### config.mk
export PLATFORM = sky130hd
export DESIGN_NAME = pbus_strobe_timer
export DESIGN_NICKNAME = d
export VERILOG_FILES = /design/src/rtl/pbus_timing_pkg.sv /design/src/rtl/pbus_timing_fix.sv /design/src/rtl/pbus_tick_div.sv /design/src/rtl/pbus_access_seq.sv /design/src/rtl/pbus_strobe_timer.sv
export SDC_FILE = /design/constraint.sdc
export NUM_CORES = 1
export LEC_CHECK = 0
export ABC_AREA = 1
export BUFFER_PORTS_ARGS = -buffer_cell sky130_fd_sc_hd__buf_2
export CAP_MARGIN = 20
export CORE_MARGIN = 5
export CORE_UTILIZATION = 35
export DETAILED_ROUTE_END_ITERATION = 6
export PLACE_DENSITY = 0.61
export SYNTH_ARGS = -nofsm -noshare
export SYNTH_HDL_FRONTEND = slang
export SYNTH_SLANG_ARGS = --single-unit
### constraint.sdc
create_clock -name clk -period 3.6 [get_ports clk]
set_input_delay 0.18 -clock clk [delete_from_list [all_inputs] [get_ports clk]]
set_output_delay 0.18 -clock clk [all_outputs]
set_load 0.1 [all_outputs]
### src/rtl/pbus_timing_pkg.sv
package pbus_timing_pkg;

    localparam int ON_W     = 4;
    localparam int OFF_W    = 6;
    localparam int N_STROBE = 3;
    localparam int FIELD_SPAN = ON_W + OFF_W;
    localparam int EDGE_USED  = N_STROBE * FIELD_SPAN;

    localparam int WCYC_LSB = 0;
    localparam int RCYC_LSB = WCYC_LSB + OFF_W;
    localparam int GAP_LSB  = RCYC_LSB + OFF_W;
    localparam int ACC_LSB  = 22;
    localparam int CYC_USED = ACC_LSB + OFF_W;

    typedef enum int {STB_CS = 0, STB_WE = 1, STB_RE = 2} strobe_e;

    typedef logic [OFF_W-1:0] tick_t;

    typedef struct packed {
        tick_t on;
        tick_t off;
    } win_t;

    typedef struct packed {
        win_t  cs;
        win_t  we;
        win_t  re;
        tick_t cyc;
        tick_t acc;
        logic  rd;
        logic  slow;
    } plan_t;

    function automatic tick_t widen_on(input logic [ON_W-1:0] v);
        return {{(OFF_W-ON_W){1'b0}}, v};
    endfunction

    function automatic tick_t fix_off(input tick_t on, input tick_t off);
        return (off <= on) ? on + tick_t'(1) : off;
    endfunction

    function automatic tick_t tmax(input tick_t a, input tick_t b);
        return (a > b) ? a : b;
    endfunction

    function automatic logic in_win(input tick_t cnt, input win_t w);
        return (cnt >= w.on) && (cnt < w.off);
    endfunction

endpackage

### src/rtl/pbus_timing_fix.sv
module pbus_timing_fix
    import pbus_timing_pkg::*;
#(
    parameter int WORD_W = 32
) (
    input  logic [WORD_W-1:0] onoff_i,
    input  logic [WORD_W-1:0] cycle_i,
    input  logic              rd_i,
    input  logic              slow_i,
    output plan_t             plan_o
);

    win_t fixed_win [N_STROBE];

    generate
        for (genvar g = 0; g < N_STROBE; g++) begin : g_win
            localparam int LSB = g * FIELD_SPAN;
            tick_t on_t;
            tick_t off_t;
            assign on_t  = widen_on(onoff_i[LSB +: ON_W]);
            assign off_t = onoff_i[LSB+ON_W +: OFF_W];
            assign fixed_win[g] = '{on: on_t, off: fix_off(on_t, off_t)};
        end
    endgenerate

    logic spare_unused;
    assign spare_unused = ^{onoff_i[WORD_W-1:EDGE_USED],
                            cycle_i[ACC_LSB-1:GAP_LSB],
                            cycle_i[WORD_W-1:CYC_USED]};

    tick_t wr_len, rd_len, acc_raw;

    always_comb begin
        wr_len  = cycle_i[WCYC_LSB +: OFF_W];
        rd_len  = cycle_i[RCYC_LSB +: OFF_W];
        acc_raw = cycle_i[ACC_LSB +: OFF_W];

        plan_o.cs.on  = fixed_win[STB_CS].on;
        plan_o.cs.off = tmax(fixed_win[STB_CS].off,
                             tmax(fixed_win[STB_WE].off, fixed_win[STB_RE].off));
        plan_o.we     = fixed_win[STB_WE];
        plan_o.re     = fixed_win[STB_RE];
        plan_o.cyc    = rd_i ? tmax(rd_len, fixed_win[STB_RE].off)
                             : tmax(wr_len, fixed_win[STB_WE].off);
        plan_o.acc    = (acc_raw <= fixed_win[STB_RE].on)
                        ? fixed_win[STB_RE].on + tick_t'(1) : acc_raw;
        plan_o.rd     = rd_i;
        plan_o.slow   = slow_i;
    end

endmodule

### src/rtl/pbus_tick_div.sv
module pbus_tick_div (
    input  logic clk,
    input  logic rst,
    input  logic run_i,
    input  logic slow_i,
    output logic tick_end_o
);

    logic phase;

    always_ff @(posedge clk) begin
        if (rst || !run_i) begin
            phase <= 1'b0;
        end else if (slow_i) begin
            phase <= ~phase;
        end
    end

    assign tick_end_o = !slow_i || phase;

endmodule

### src/rtl/pbus_access_seq.sv
module pbus_access_seq
    import pbus_timing_pkg::*;
(
    input  logic  clk,
    input  logic  rst,
    input  logic  start_i,
    input  plan_t plan_i,
    input  logic  tick_end_i,
    output logic  run_o,
    output logic  slow_o,
    output logic  cs_o,
    output logic  we_o,
    output logic  re_o,
    output logic  capture_o,
    output logic  done_o
);

    plan_t cur;
    logic  run;
    tick_t cnt;

    always_ff @(posedge clk) begin
        if (rst) begin
            run <= 1'b0;
            cnt <= '0;
            cur <= '0;
        end else if (!run) begin
            if (start_i) begin
                run <= 1'b1;
                cnt <= '0;
                cur <= plan_i;
            end
        end else if (tick_end_i) begin
            if (cnt == cur.cyc) begin
                run <= 1'b0;
                cnt <= '0;
            end else begin
                cnt <= cnt + tick_t'(1);
            end
        end
    end

    logic last_clk;
    assign last_clk  = run && tick_end_i;

    assign run_o     = run;
    assign slow_o    = cur.slow;
    assign cs_o      = run && in_win(cnt, cur.cs);
    assign we_o      = run && !cur.rd && in_win(cnt, cur.we);
    assign re_o      = run &&  cur.rd && in_win(cnt, cur.re);
    assign capture_o = last_clk && cur.rd && (cnt == cur.acc);
    assign done_o    = last_clk && (cnt == cur.cyc);

endmodule

### src/rtl/pbus_strobe_timer.sv
module pbus_strobe_timer
    import pbus_timing_pkg::*;
#(
    parameter int WORD_W = 32
) (
    input  logic              clk,
    input  logic              rst,
    input  logic              start_i,
    input  logic              rd_i,
    input  logic              slow_i,
    input  logic [WORD_W-1:0] onoff_i,
    input  logic [WORD_W-1:0] cycle_i,
    output logic              cs_o,
    output logic              we_o,
    output logic              re_o,
    output logic              capture_o,
    output logic              done_o
);

    plan_t plan;
    logic  run;
    logic  cur_slow;
    logic  tick_end;

    pbus_timing_fix #(.WORD_W(WORD_W)) fix_i (
        .onoff_i (onoff_i),
        .cycle_i (cycle_i),
        .rd_i    (rd_i),
        .slow_i  (slow_i),
        .plan_o  (plan)
    );

    pbus_tick_div div_i (
        .clk        (clk),
        .rst        (rst),
        .run_i      (run),
        .slow_i     (cur_slow),
        .tick_end_o (tick_end)
    );

    pbus_access_seq seq_i (
        .clk        (clk),
        .rst        (rst),
        .start_i    (start_i),
        .plan_i     (plan),
        .tick_end_i (tick_end),
        .run_o      (run),
        .slow_o     (cur_slow),
        .cs_o       (cs_o),
        .we_o       (we_o),
        .re_o       (re_o),
        .capture_o  (capture_o),
        .done_o     (done_o)
    );

endmodule

## Yosys cells after proc, flatten, opt, wreduce, memory -nomap -nowiden

Cells that the tools add are included.

- Flip-flop bits (word level): 52
- Bits of input ports: 69
- Output and inout bits: 5
- Word-level logic and storage cells: 73

- Add/subtract/negate cells: 4
- $lt $le $gt $ge: 14
- Eq/ne operators: 3
- Muxes and demuxes: 17
- Bitwise operators: 2
- Reduce and logical (&&, ||, !) cells: 20

Operator list:

| operator | count |
|---|---|
| $mux 6 | 13 |
| $gt 6x6->1 | 4 |
| $le 6x4->1 | 4 |
| $ge 6x4->1 | 3 |
| $lt 6x6->1 | 3 |
| $add 4x1->5 const B | 3 |
| $eq 6x6->1 | 2 |
| $logic_and 1x1->1 | 12 |
| $add 6x1->6 const B | 1 |
| $mux 1 | 4 |
| $reduce_and 2->1 | 2 |
| $logic_not 1->1 | 3 |
| $logic_or 1x1->1 | 2 |
| $ne 2x1->1 const B | 1 |
| $not 1->1 | 2 |
| $reduce_bool 2->1 | 1 |

## Logic depth before layout (Yosys ltp)

Gate-level depths: netlist (run 1).

- Depth in word-level cells: 6
- Mapped depth: 32

## Cells and area by module

From an unflattened synthesis (run 1), not the netlist that was laid out.

- Cells, all modules: 760
- Area, all modules: 5241.3 um2

Modules (own cells, without submodules):

| module | times used | cells an instance | area each (um2) | sequential area each (um2) |
|---|---|---|---|---|
| pbus_access_seq | 1 | 402 | 3044.2 | 1141.1 |
| pbus_timing_fix | 1 | 350 | 2143.3 | 0.0 |
| pbus_tick_div | 1 | 8 | 53.8 | 20.0 |

## Worst setup path after synthesis (run 1)

OpenSTA, ideal clock, no wires.

- Kind: register to output
- Start point: reg seq_i.cnt[1]
- End point: out cs_o
- Arrival time: 5.903 ns
- Data required time: 3.420 ns
- Setup slack: -2.483 ns
- Cell stages (with the launch flop): 8
- Cells stage by stage: dfxtp_1 ha_1 a21boi_0 o21ai_0 a21oi_1 o21ai_0 nand2_1 a2111oi_0

- Word-level cells in the longest chain between the ends: 3

Ends and longest elaborated chain:

| element | RTL line | text |
|---|---|---|
| start: declaration | pbus_access_seq.sv:20 | `tick_t cnt;` |
| start signal: assignment | pbus_access_seq.sv:38 | `cnt <= cnt + tick_t'(1);` |
| $ge 6x4->1 or $lt 6x6->1 (tied branches) | pbus_timing_pkg.sv:47 | `return (cnt >= w.on) && (cnt < w.off);` |
| $logic_and 1x1->1 (*) | pbus_timing_pkg.sv:47 |  |
| $logic_and 1x1->1 (*) | pbus_access_seq.sv:48 | `assign cs_o = run && in_win(cnt, cur.cs);` |
| end: declaration | pbus_strobe_timer.sv:13 | `output logic cs_o,` |

Mark *: on every way between the ends. The rest lies on a longest branch, timed or not.

==> metrics.txt, run 1 <==
status=completed; CP endpoint=seq_i.cur[41]; Routed Antenna Nets=0; Clock power frac=29.1%; worst slew pin tran=0.786 ns; DR iter-0 viols=between 200 and 300; data arrival time of the worst path=3.49 ns; Worst-path clk slew=0.07 ns; clock sinks=52; worst-path fanout max=7; synth warn=0; Leak=2.91 nW; Crit Path Category=input port to flip-flop; Switching Fraction=35.3%; sequential power share=32.7%; initial antenna violation count=0; crit start category=input port; Pint=1.30 mW; final RePlAce weighted congestion=~0.84; NumNets Final=~910; Max Cap Viol=0; most frequent cells in the layout=inv_1, nand2_1, o21ai_0, ha_1, buf_2; worst reg2reg path depth=7; routed wire length=12.2 mm; via density per instance=between 4 and 5; Die Wd=126 µm; hold_sp=slow_i; commonest non-fill, non-tap cell in the layout=inv_1; min Tclk post-route=about 3.3 ns; Post-CTS Hold Fix Bufs=0; Core ar.=approximately 0.013 mm²; Mapped Cells=about 680; NetSw=711 µW; upper clock frequency limit=0.301 GHz; syn nets=slightly above 800; Mapped Area=0.00468 mm²; row cnt=42; Avg Cell Area, Syn=6.92 µm²; H-tree depth=2; Critical path origin=onoff_i[13]; # setup viols final=0; IO Pins=74; Layout fillers=approximately 1400; CTS tree=done; Port Buffer Count=57; Overflow after GRT=0; Worst Clk Skew=0.00366 ns; CP Capture Type=flip-flop; CTS buffer count=5; Final period util=roughly 90%; All-Layer GR Usage=15.3%; Hold Fails Final Rpt=0; # diodes=0; power per cell area=348 mW/mm²; Die Y-Extent=126 µm; Clock Latency Late Sink=a little under 0.3 ns; Seq/Total Area, Yosys=22.2%; DR DRC count=0; Area after DPL=0.00551 mm²; Slew headroom=around 47%; number of global-route vias before repair=around 4000; share of cells above drive strength 1=24.6%; final instance area=0.00578 mm²; vias=4484; Avg WL per Cell=12.8 µm; peak supply drop=slightly above 0.2 mV; Slew Limit Fails=0; unique cell type count in the Yosys netlist=42; Crit Reg-Reg Endpoint=seq_i.cur[13]; hold crit path type=input port to flip-flop; maximum number of pins on one net before global-route repair=66; hold path depth=3; Initial Util=35.5%; Final HPWL DP=9.72 mm; area delta synth->final=23.3%; Hold Worst Slack=0.144 ns; CTS max path bufs=2; #FFs+latches synth=52; Multi-input gate area=0.00315 mm²; Logic pwr share=38.2%; clock tree root buffer cell=clkbuf_16; first-pass GRT wire length=20.0 mm; Reg area=0.00104 mm²; reg2reg start=seq_i.run_o; Die ar.=0.0158 mm²; Req. time, crit path=roughly 3.8 ns; first drt pass iteration count=4; R2R Setup Slk=about 1.8 ns
-- metal layers --
| layer | global-route usage (%) | wire length (µm) |
|---|---|---|
| met1 | 21.4 | 6070 |
| met2 | 25.5 | 5690 |
| met3 | 2.12 | 368 |
| met4 | 2.61 | 104 |
| met5 | 0 | 0 |
-- Yosys cell counts --
cell       instances  area share (%)
clkbuf_1          16             1.3
nand2_1           95             7.6
nor4_1             1            0.13
o31ai_1            1            0.16
nor2_1            38             3.0
nand4_1            1            0.13
a21boi_0           4            0.64
buf_1              1           0.080
a31oi_1            2            0.27
nand2_2           17             2.3
xnor2_1            1            0.19
o21ai_4            1            0.35
a2111o_1           1            0.24
nand3b_1           1            0.16
ha_1              67              18
a21oi_1           54             5.8
a211oi_1           7             1.1
nand2_4            9             2.2
nor3b_1            1            0.16
a2111oi_0          3            0.56
nand3_2            5             1.1
xor2_1             8             1.5
nor2_4             6             1.4
dfxtp_1           52              22
a221oi_1           2            0.37
o21a_1             1            0.16
nor2_8             1            0.43
o21ai_1            1            0.11
o21bai_1           4            0.64
a21oi_2           13             2.4
o21ai_0           76             8.1
nand4_2            1            0.27
inv_2              5            0.40
and2_1             5            0.67
nor2_2             2            0.27
nor3_1             3            0.32
nand4_4            1            0.45
o22ai_1            1            0.13
o2111ai_1          1            0.19
inv_1            130              10
o211ai_1           2            0.32
nand3_1           36             3.8
-- per-stage QoR --
stage	power [mW]	worst slack, ns	std cells	utilization, %	TNS (ns)
after detailed placement	1.41	-0.238	941	41.8	-1.37
after CTS	2.00	0.0629	949	43.1	0
after floorplan	1.18	0.0259	677	-	0
final	2.01	0.277	953	43.8	0
after global placement	1.40	-0.184	941	41.8	-1.01
after global routing	2.16	-0.0907	953	43.8	-0.137
-- worst max-delay path, stage by stage --
cell and delay (ns):
buf_2 0.09, inv_1 0.04, ha_1 0.29, nand2_1 0.06, nand2_1 0.05, nor2_1 0.12, nand2_2 0.09, nand2_4 0.10
o21ai_0 0.08, o21ai_1 0.15, inv_1 0.11, ha_1 0.30, nand2_2 0.07, nor2_4 0.12, nand3_2 0.11, nand2_4 0.13
nand3_2 0.09, and2_1 0.17, ha_1 0.28, nand2_1 0.07, nor2_2 0.09, o21ai_1 0.07, o211ai_1 0.12, nand2_2 0.14
o21ai_0 0.18, inv_1 0.05, nand2_1 0.08, a21oi_2 0.05
-- how the worst min path moves through the flow --
| stage | endpoint | slack, ns |
|---|---|---|
| after floorplan | seq_i.cur[32] | 0.33 |
| after global placement | seq_i.slow_o | 0.44 |
| after detailed placement | seq_i.slow_o | 0.45 |
| after CTS | seq_i.slow_o | 0.15 |
| after global routing | seq_i.cur[6] | 0.19 |
| final | seq_i.slow_o | 0.14 |
-- sequential cells by signal (all words and copies together), names as in the netlist --
name / flops
seq_i.slow_o: 1
seq_i.cur: 43
div_i.phase: 1
seq_i.run_o: 1
seq_i.cnt: 6
-- power groups by stage --
| stage | Sequential, mW | Combinational, mW | Clock (mW) |
|---|---|---|---|
| after global placement | 0.669 | 0.732 | 0 |
| after floorplan | 0.660 | 0.517 | 0 |
| final | 0.658 | 0.768 | 0.586 |
| after CTS | 0.658 | 0.742 | 0.600 |
| after global routing | 0.663 | 0.877 | 0.617 |
| after detailed placement | 0.671 | 0.738 | 0 |
-- layout make-up --
class	count	share of cell area, %
clock buffers	7	2.64
multi-input cells	473	54.5
clock inverters	1	0.520
inverters	135	8.77
well taps	176	3.81
flip-flops and latches	52	18.0
repair buffers	109	11.8
-- logic make-up (layout without fill, tap and decap cells) --
logic type                 Yosys count  count (layout)  synth area share [%]
and+or+nand+nor                    223             223                  24.4
AOI/OAI and AO/OA                  174             174                  21.6
buffers and inverters              152             252                  12.2
adders and majority gates           67              67                  17.9
DFF                                 52              52                  22.2
xor gates and xnor gates             9               9                  1.68
-- timing repair --
action,CTS,global route
setup buffers,0,4
endpoints found under the setup margin,0,6
resized for setup,0,15
No activity file was read; power rests on OpenSTA's default activity.
==> run 2: changes to the inputs <==
--- a/config.mk
+++ b/config.mk
@@ -9,9 +9,11 @@
 export BUFFER_PORTS_ARGS = -buffer_cell sky130_fd_sc_hd__buf_2
 export CAP_MARGIN = 20
 export CORE_MARGIN = 5
-export CORE_UTILIZATION = 35
+export CORE_UTILIZATION = 50
 export DETAILED_ROUTE_END_ITERATION = 6
-export PLACE_DENSITY = 0.61
+export GPL_TIMING_DRIVEN = 0
+export PLACE_DENSITY = 0.8
+export SETUP_SLACK_MARGIN = 0.2
 export SYNTH_ARGS = -nofsm -noshare
 export SYNTH_HDL_FRONTEND = slang
 export SYNTH_SLANG_ARGS = --single-unit
==> run 2 against run 1 <==
Wire length increased by 20%; first-iteration DRC count increased by 45%; via count increased by 11%; power decreased by 4.6%; largest cell class unchanged; largest power group unchanged; highest routed layer unchanged.
==> metrics.txt, run 2 (synthesis results as in run 1) <==
CP Capture Type=flip-flop; clock tree root buffer cell=clkbuf_8; Crit-path slowest cell=ha_2; commonest non-fill, non-tap cell in the layout=inv_1; NumNets Final=913; Hold Path End=seq_i.slow_o; Layout fillers=726; Max Cap Viol=0; Crit Path Category=input port to flip-flop; Slew headroom=42.8%; Worst Clk Skew=0.00788 ns; RSZ-0062 raised after global routing=yes; area delta synth->final=27.8%; H-tree depth=2; Port Buffer Count=57; Switching Fraction=40.7%; IO Pins=between 70 and 80; reg2reg start=seq_i.run_o; vias=~5000; status=completed; routed wire length=about 15 mm; power per cell area=approximately 320 mW/mm²; NetSw=781 µW; via density per instance=5.61; Hold Fails Final Rpt=0; Post-CTS Hold Fix Bufs=0; data arrival time of the worst path=3.75 ns; Worst-path clk slew=0.09 ns; Initial Util=50.9%; Req. time, crit path=3.83 ns; largest registers=seq_i.cur: 43 flops, seq_i.cnt: 6 flops; CTS buffer count=5; Pint=approximately 1.1 mW; worst reg2reg path depth=7; first drt pass iteration count=6; share of cells above drive strength 1=29.9%; sequential power share=34.3%; worst-path fanout max=5; Routed Antenna Nets=0; maximum number of pins on one net before global-route repair=15; Overall Power=~1.9 mW; Overflow after GRT=0; Avg WL per Cell=16.6 µm; hold crit path type=input port to flip-flop; Final HPWL DP=about 10 mm; first-pass GRT wire length=about 22 mm; upper clock frequency limit=0.284 GHz; Crit Reg-Reg Endpoint=seq_i.cur[16]; Leak=2.90 nW; worst slew pin tran=about 0.85 ns; DR iter-0 viols=approximately 380; setup_tns=0 ns; Finished Core Util=65.1%; R2R Setup Slk=between 1.5 and 2 ns; Die ar.=0.0114 mm²; Clock power frac=16.6%; Die Y-Extent=107 µm; Top reg by flops=seq_i.cur; Slew Limit Fails=0; peak supply drop=0.179 mV; # diodes=0; hold_sp=slow_i; initial antenna violation count=0; Hold Worst Slack=about 0.13 ns; Largest register FFs=43; # setup viols final=0; number of global-route vias before repair=4835; Final period util=97.7%; Die Wd=between 100 and 150 µm; DR DRC count=0; most frequent cells in the layout=inv_1, nand2_1, o21ai_0, ha_1, a21oi_1; hold path depth=3; Core ar.=0.00920 mm²; All-Layer GR Usage=23.9%; CTS max path bufs=2; Logic pwr share=49.1%; Clock Latency Late Sink=0.30 ns; row cnt=35; clock sinks=52; CTS tree=done; critical path's largest stage delay=0.34 ns; final RePlAce weighted congestion=~0.92; crit start category=input port; min Tclk post-route=between 3 and 4 ns
-- run 2: cell count changes in the layout (fill, tap and decap cells not counted), sizes merged --
cell	change
clkinv	+1
bufinv	-1
buf	-16
clkbuf	+15
nand2	+1
-- run 2: cell type report --
cell class,instances,area [µm²],share of cell area (%)
buffer,17,75.1,1.25
clock buffer,6,72.6,1.21
clock inverter,1,5.00,0.0836
inverter,135,517,8.63
multi-input combinational,474,3510,58.6
sequential,52,1040,17.4
tap,111,139,2.32
timing repair buffer,92,629,10.5
-- run 2: per-layer routing --
metal  up-vias  part of all wire, %  GRT usage [%]
met5         -                    0              0
met4         0                  3.8           9.22
met3        45                  6.0           2.29
met2       208                   50           42.0
met1      2308                   40           30.1
li1       2425                    -              -
-- run 2: how the worst max path moves through the flow --
| stage | slack (ns) | startpoint | cells past startpoint | to |
|---|---|---|---|---|
| after global routing | -0.11 | onoff_i[13] | 32 | seq_i.cur[38] |
| after detailed placement | -0.79 | onoff_i[13] | 27 | seq_i.cur[42] |
| final | 0.08 | onoff_i[23] | 26 | seq_i.cur[38] |
| after floorplan | 0.19 | onoff_i[13] | 27 | seq_i.cur[41] |
| after CTS | 0.20 | onoff_i[12] | 28 | seq_i.cur[41] |
| after global placement | -0.62 | onoff_i[13] | 27 | seq_i.cur[42] |
-- run 2: power by group through the flow --
stage	combinational, mW	clock (mW)	sequential [mW]
3_3_place_gp	0.672	0	0.668
3_5_place_dp	0.705	0	0.670
2_1_floorplan	0.527	0	0.660
4_1_cts	0.787	0.322	0.657
6_report	0.943	0.319	0.658
5_1_grt	1.03	0.343	0.663
-- run 2: repair_timing --
action,CTS,global route
cloned,2,0
buffers inserted,19,15
endpoints found under the setup margin,6,6
gates resized for setup,40,86
hold endpoints to repair,0,0
pin swaps,17,53
-- run 2: critical path: cells and delay by family --
kind | cells | cell delay [ns]
adder cells (fa/ha/maj) | 3 | 0.88
AO/OA/AOI/OAI | 4 | 0.59
buffers and inverters | 6 | 0.77
AND/OR/NAND/NOR | 13 | 1.31
-- run 2: stage by stage --
stage	area (µm²)	setup WS, ns	instances
after floorplan	4720	0.191	677
after global placement	5140	-0.616	845
after detailed placement	5140	-0.794	845
after CTS	5550	0.205	873
after global routing	5990	-0.110	888
final	5990	0.0828	888
==> run 3: changes to the inputs <==
--- a/config.mk
+++ b/config.mk
@@ -8,11 +8,13 @@
 export ABC_AREA = 1
 export BUFFER_PORTS_ARGS = -buffer_cell sky130_fd_sc_hd__buf_2
 export CAP_MARGIN = 20
+export CELL_PAD_IN_SITES_DETAIL_PLACEMENT = 2
+export CELL_PAD_IN_SITES_GLOBAL_PLACEMENT = 2
 export CORE_MARGIN = 5
-export CORE_UTILIZATION = 50
+export CORE_UTILIZATION = 29
 export DETAILED_ROUTE_END_ITERATION = 6
 export GPL_TIMING_DRIVEN = 0
-export PLACE_DENSITY = 0.8
+export PLACE_DENSITY = 0.82
 export SETUP_SLACK_MARGIN = 0.2
 export SYNTH_ARGS = -nofsm -noshare
 export SYNTH_HDL_FRONTEND = slang
==> run 3 against run 2 <==
Clock skew down 0.0024 ns; final cell count up 12%; count of clock-buffer cells in the layout up 1; register-to-register slack worse by 0.33 ns; worst hold slack better by 0.036 ns; wire length up 58%; critical path type unchanged; highest routed layer unchanged.
==> metrics.txt, run 3 (synthesis results as in run 1) <==
Overall Power=2.26 mW; Largest register FFs=43; clock sinks=52; initial antenna violation count=0; # setup viols final=0; Critical Path Stages=28; data arrival time of the worst path=between 3 and 4 ns; Routed Antenna Nets=0; sequential power share=about 30%; Max Cap Viol=0; Switching Fraction=42.1%; NetSw=950 µW; routed wire length=approximately 23 mm; Die ar.=~0.019 mm²; R2R Setup Slk=1.34 ns; power per cell area=357 mW/mm²; Critical path origin=onoff_i[13]; vias=between 5000 and 6000; Final HPWL DP=14.5 mm; maximum number of pins on one net before global-route repair=16; area delta synth->final=35.0%; most frequent cells in the layout=inv_1, nand2_1, o21ai_0, ha_1, a21oi_1; WP buf/inv=6; setup_tns=0 ns; Crit Path Category=input port to flip-flop; Logic pwr share=48.2%; commonest non-fill, non-tap cell in the layout=inv_1; Clock power frac=around 22%; crit start category=input port; hold crit path type=input port to flip-flop; Multi-input gate area=0.00365 mm²; Slew Limit Fails=0; worst slew pin tran=1.00 ns; reg2reg start=seq_i.run_o; Post-CTS Hold Fix Bufs=0; IO Pins=74; delay-heaviest family, CP=simple AND/OR/NAND/NOR gates; RSZ-0062 raised after global routing=yes; worst-path fanout max=7; All-Layer GR Usage=a little over a fifth; clock tree root buffer cell=clkbuf_16; Crit Reg-Reg Endpoint=seq_i.cur[28]; Avg WL per Cell=roughly 23 µm; row cnt=between 40 and 50; Worst-path clk slew=0.07 ns; Pint=roughly 1.3 mW; CTS buffer count=5; Hold Worst Slack=0.163 ns; Die Wd=137 µm; Core ar.=0.0159 mm²; Die Y-Extent=around 140 µm; upper clock frequency limit=approximately 0.28 GHz; first drt pass iteration count=4; Port Buffer Count=57; Final period util=98.3%; largest registers=seq_i.cur: 43 flops, seq_i.cnt: 6 flops; Hold Fails Final Rpt=0; first-pass GRT wire length=31.8 mm; Req. time, crit path=roughly 3.7 ns; CP endpoint=seq_i.cur[42]; min Tclk post-route=3.54 ns; Layout fillers=1856; CTS max path bufs=2; worst reg2reg path depth=7; critical path's largest stage delay=about 0.28 ns; share of cells above drive strength 1=30.5%; Reg area=about 0.0010 mm²; CP Capture Type=flip-flop; CTS tree=done; Top reg by flops=seq_i.cur; NumNets Final=912; DR DRC count=0; # diodes=0; DR iter-0 viols=292; Worst Clk Skew=0.00553 ns; Slew headroom=32.6%; peak supply drop=0.171 mV; H-tree depth=2; Leak=2.97 nW; Initial Util=29.5%; via density per instance=5.34; final RePlAce weighted congestion=0.820; number of global-route vias before repair=5988; status=completed; Overflow after GRT=0; Crit-path slowest cell=ha_4; Clock Latency Late Sink=0.29 ns
## run 3: changes by cell type in the layout (fill, tap and decap cells not counted), moves of 3 or more
cell,change
nand2_2,-7
clkbuf_16,+5
nand2_1,-3
clkbuf_8,-4
nand3_4,+4
nand2_4,+8
## run 3: per-stage QoR
| step | area [µm²] | cells | utilization (%) | worst slack, ns |
|---|---|---|---|---|
| finish | 6320 | 993 | 39.8 | 0.0606 |
| global route | 6320 | 993 | 39.8 | -0.151 |
| CTS | 5910 | 977 | 37.2 | 0.195 |
| detailed placement | 5270 | 950 | 33.2 | -1.17 |
| global placement | 5270 | 950 | 33.2 | -0.863 |
| floorplan | 4720 | 677 | - | 0.191 |
## run 3: worst register-to-register path: stages, from the launching register on
cell and delay [ns]:
dfxtp_1 0.39, inv_1 0.12, nand2_1 0.12, clkbuf_1 0.55, clkbuf_1 0.51, a21oi_1 0.22, o21ai_0 0.18, inv_1 0.07
## run 3: cell type report
class                      instances  share of cell area [%]
timing repair buffer              91                    9.81
clock buffer                       7                    2.26
inverter                         135                    8.17
tap                              216                    4.27
buffer                            17                    1.19
clock inverter                     1                   0.119
multi-input combinational        474                    57.7
sequential                        52                    16.5
## run 3: routing by layer
| metal | vias to the layer above | wire, µm | track usage, % |
|---|---|---|---|
| li1 | 2428 | - | - |
| met1 | 2682 | 9020 | 23.8 |
| met2 | 137 | 12800 | 43.4 |
| met3 | 53 | 672 | 1.95 |
| met4 | 0 | 720 | 7.93 |
| met5 | - | 0 | 0 |
## run 3: power groups by stage
stage                     logic [mW]  registers (mW)  clock network [mW]
after floorplan                0.527           0.660                   0
after global placement         0.706           0.670                   0
after detailed placement       0.767           0.675                   0
after CTS                      0.901           0.662               0.506
after global routing            1.17           0.670               0.537
final                           1.09           0.666               0.504
## run 3: how the worst min path moves through the flow
stage                  startpoint       endpoint  cells after the start
floorplan             onoff_i[10]  seq_i.cur[32]                      2
global placement    seq_i.cur[34]  seq_i.cur[34]                      2
detailed placement         slow_i   seq_i.slow_o                      3
CTS                        slow_i   seq_i.slow_o                      3
global route               slow_i   seq_i.slow_o                      3
finish                     slow_i   seq_i.slow_o                      3
## run 3: timing repair
action | CTS | global route
pin swaps | 31 | 52
resized for setup | 72 | 78
gates cloned | 2 | 0
setup buffers | 17 | 16
endpoints found under the setup margin | 6 | 6
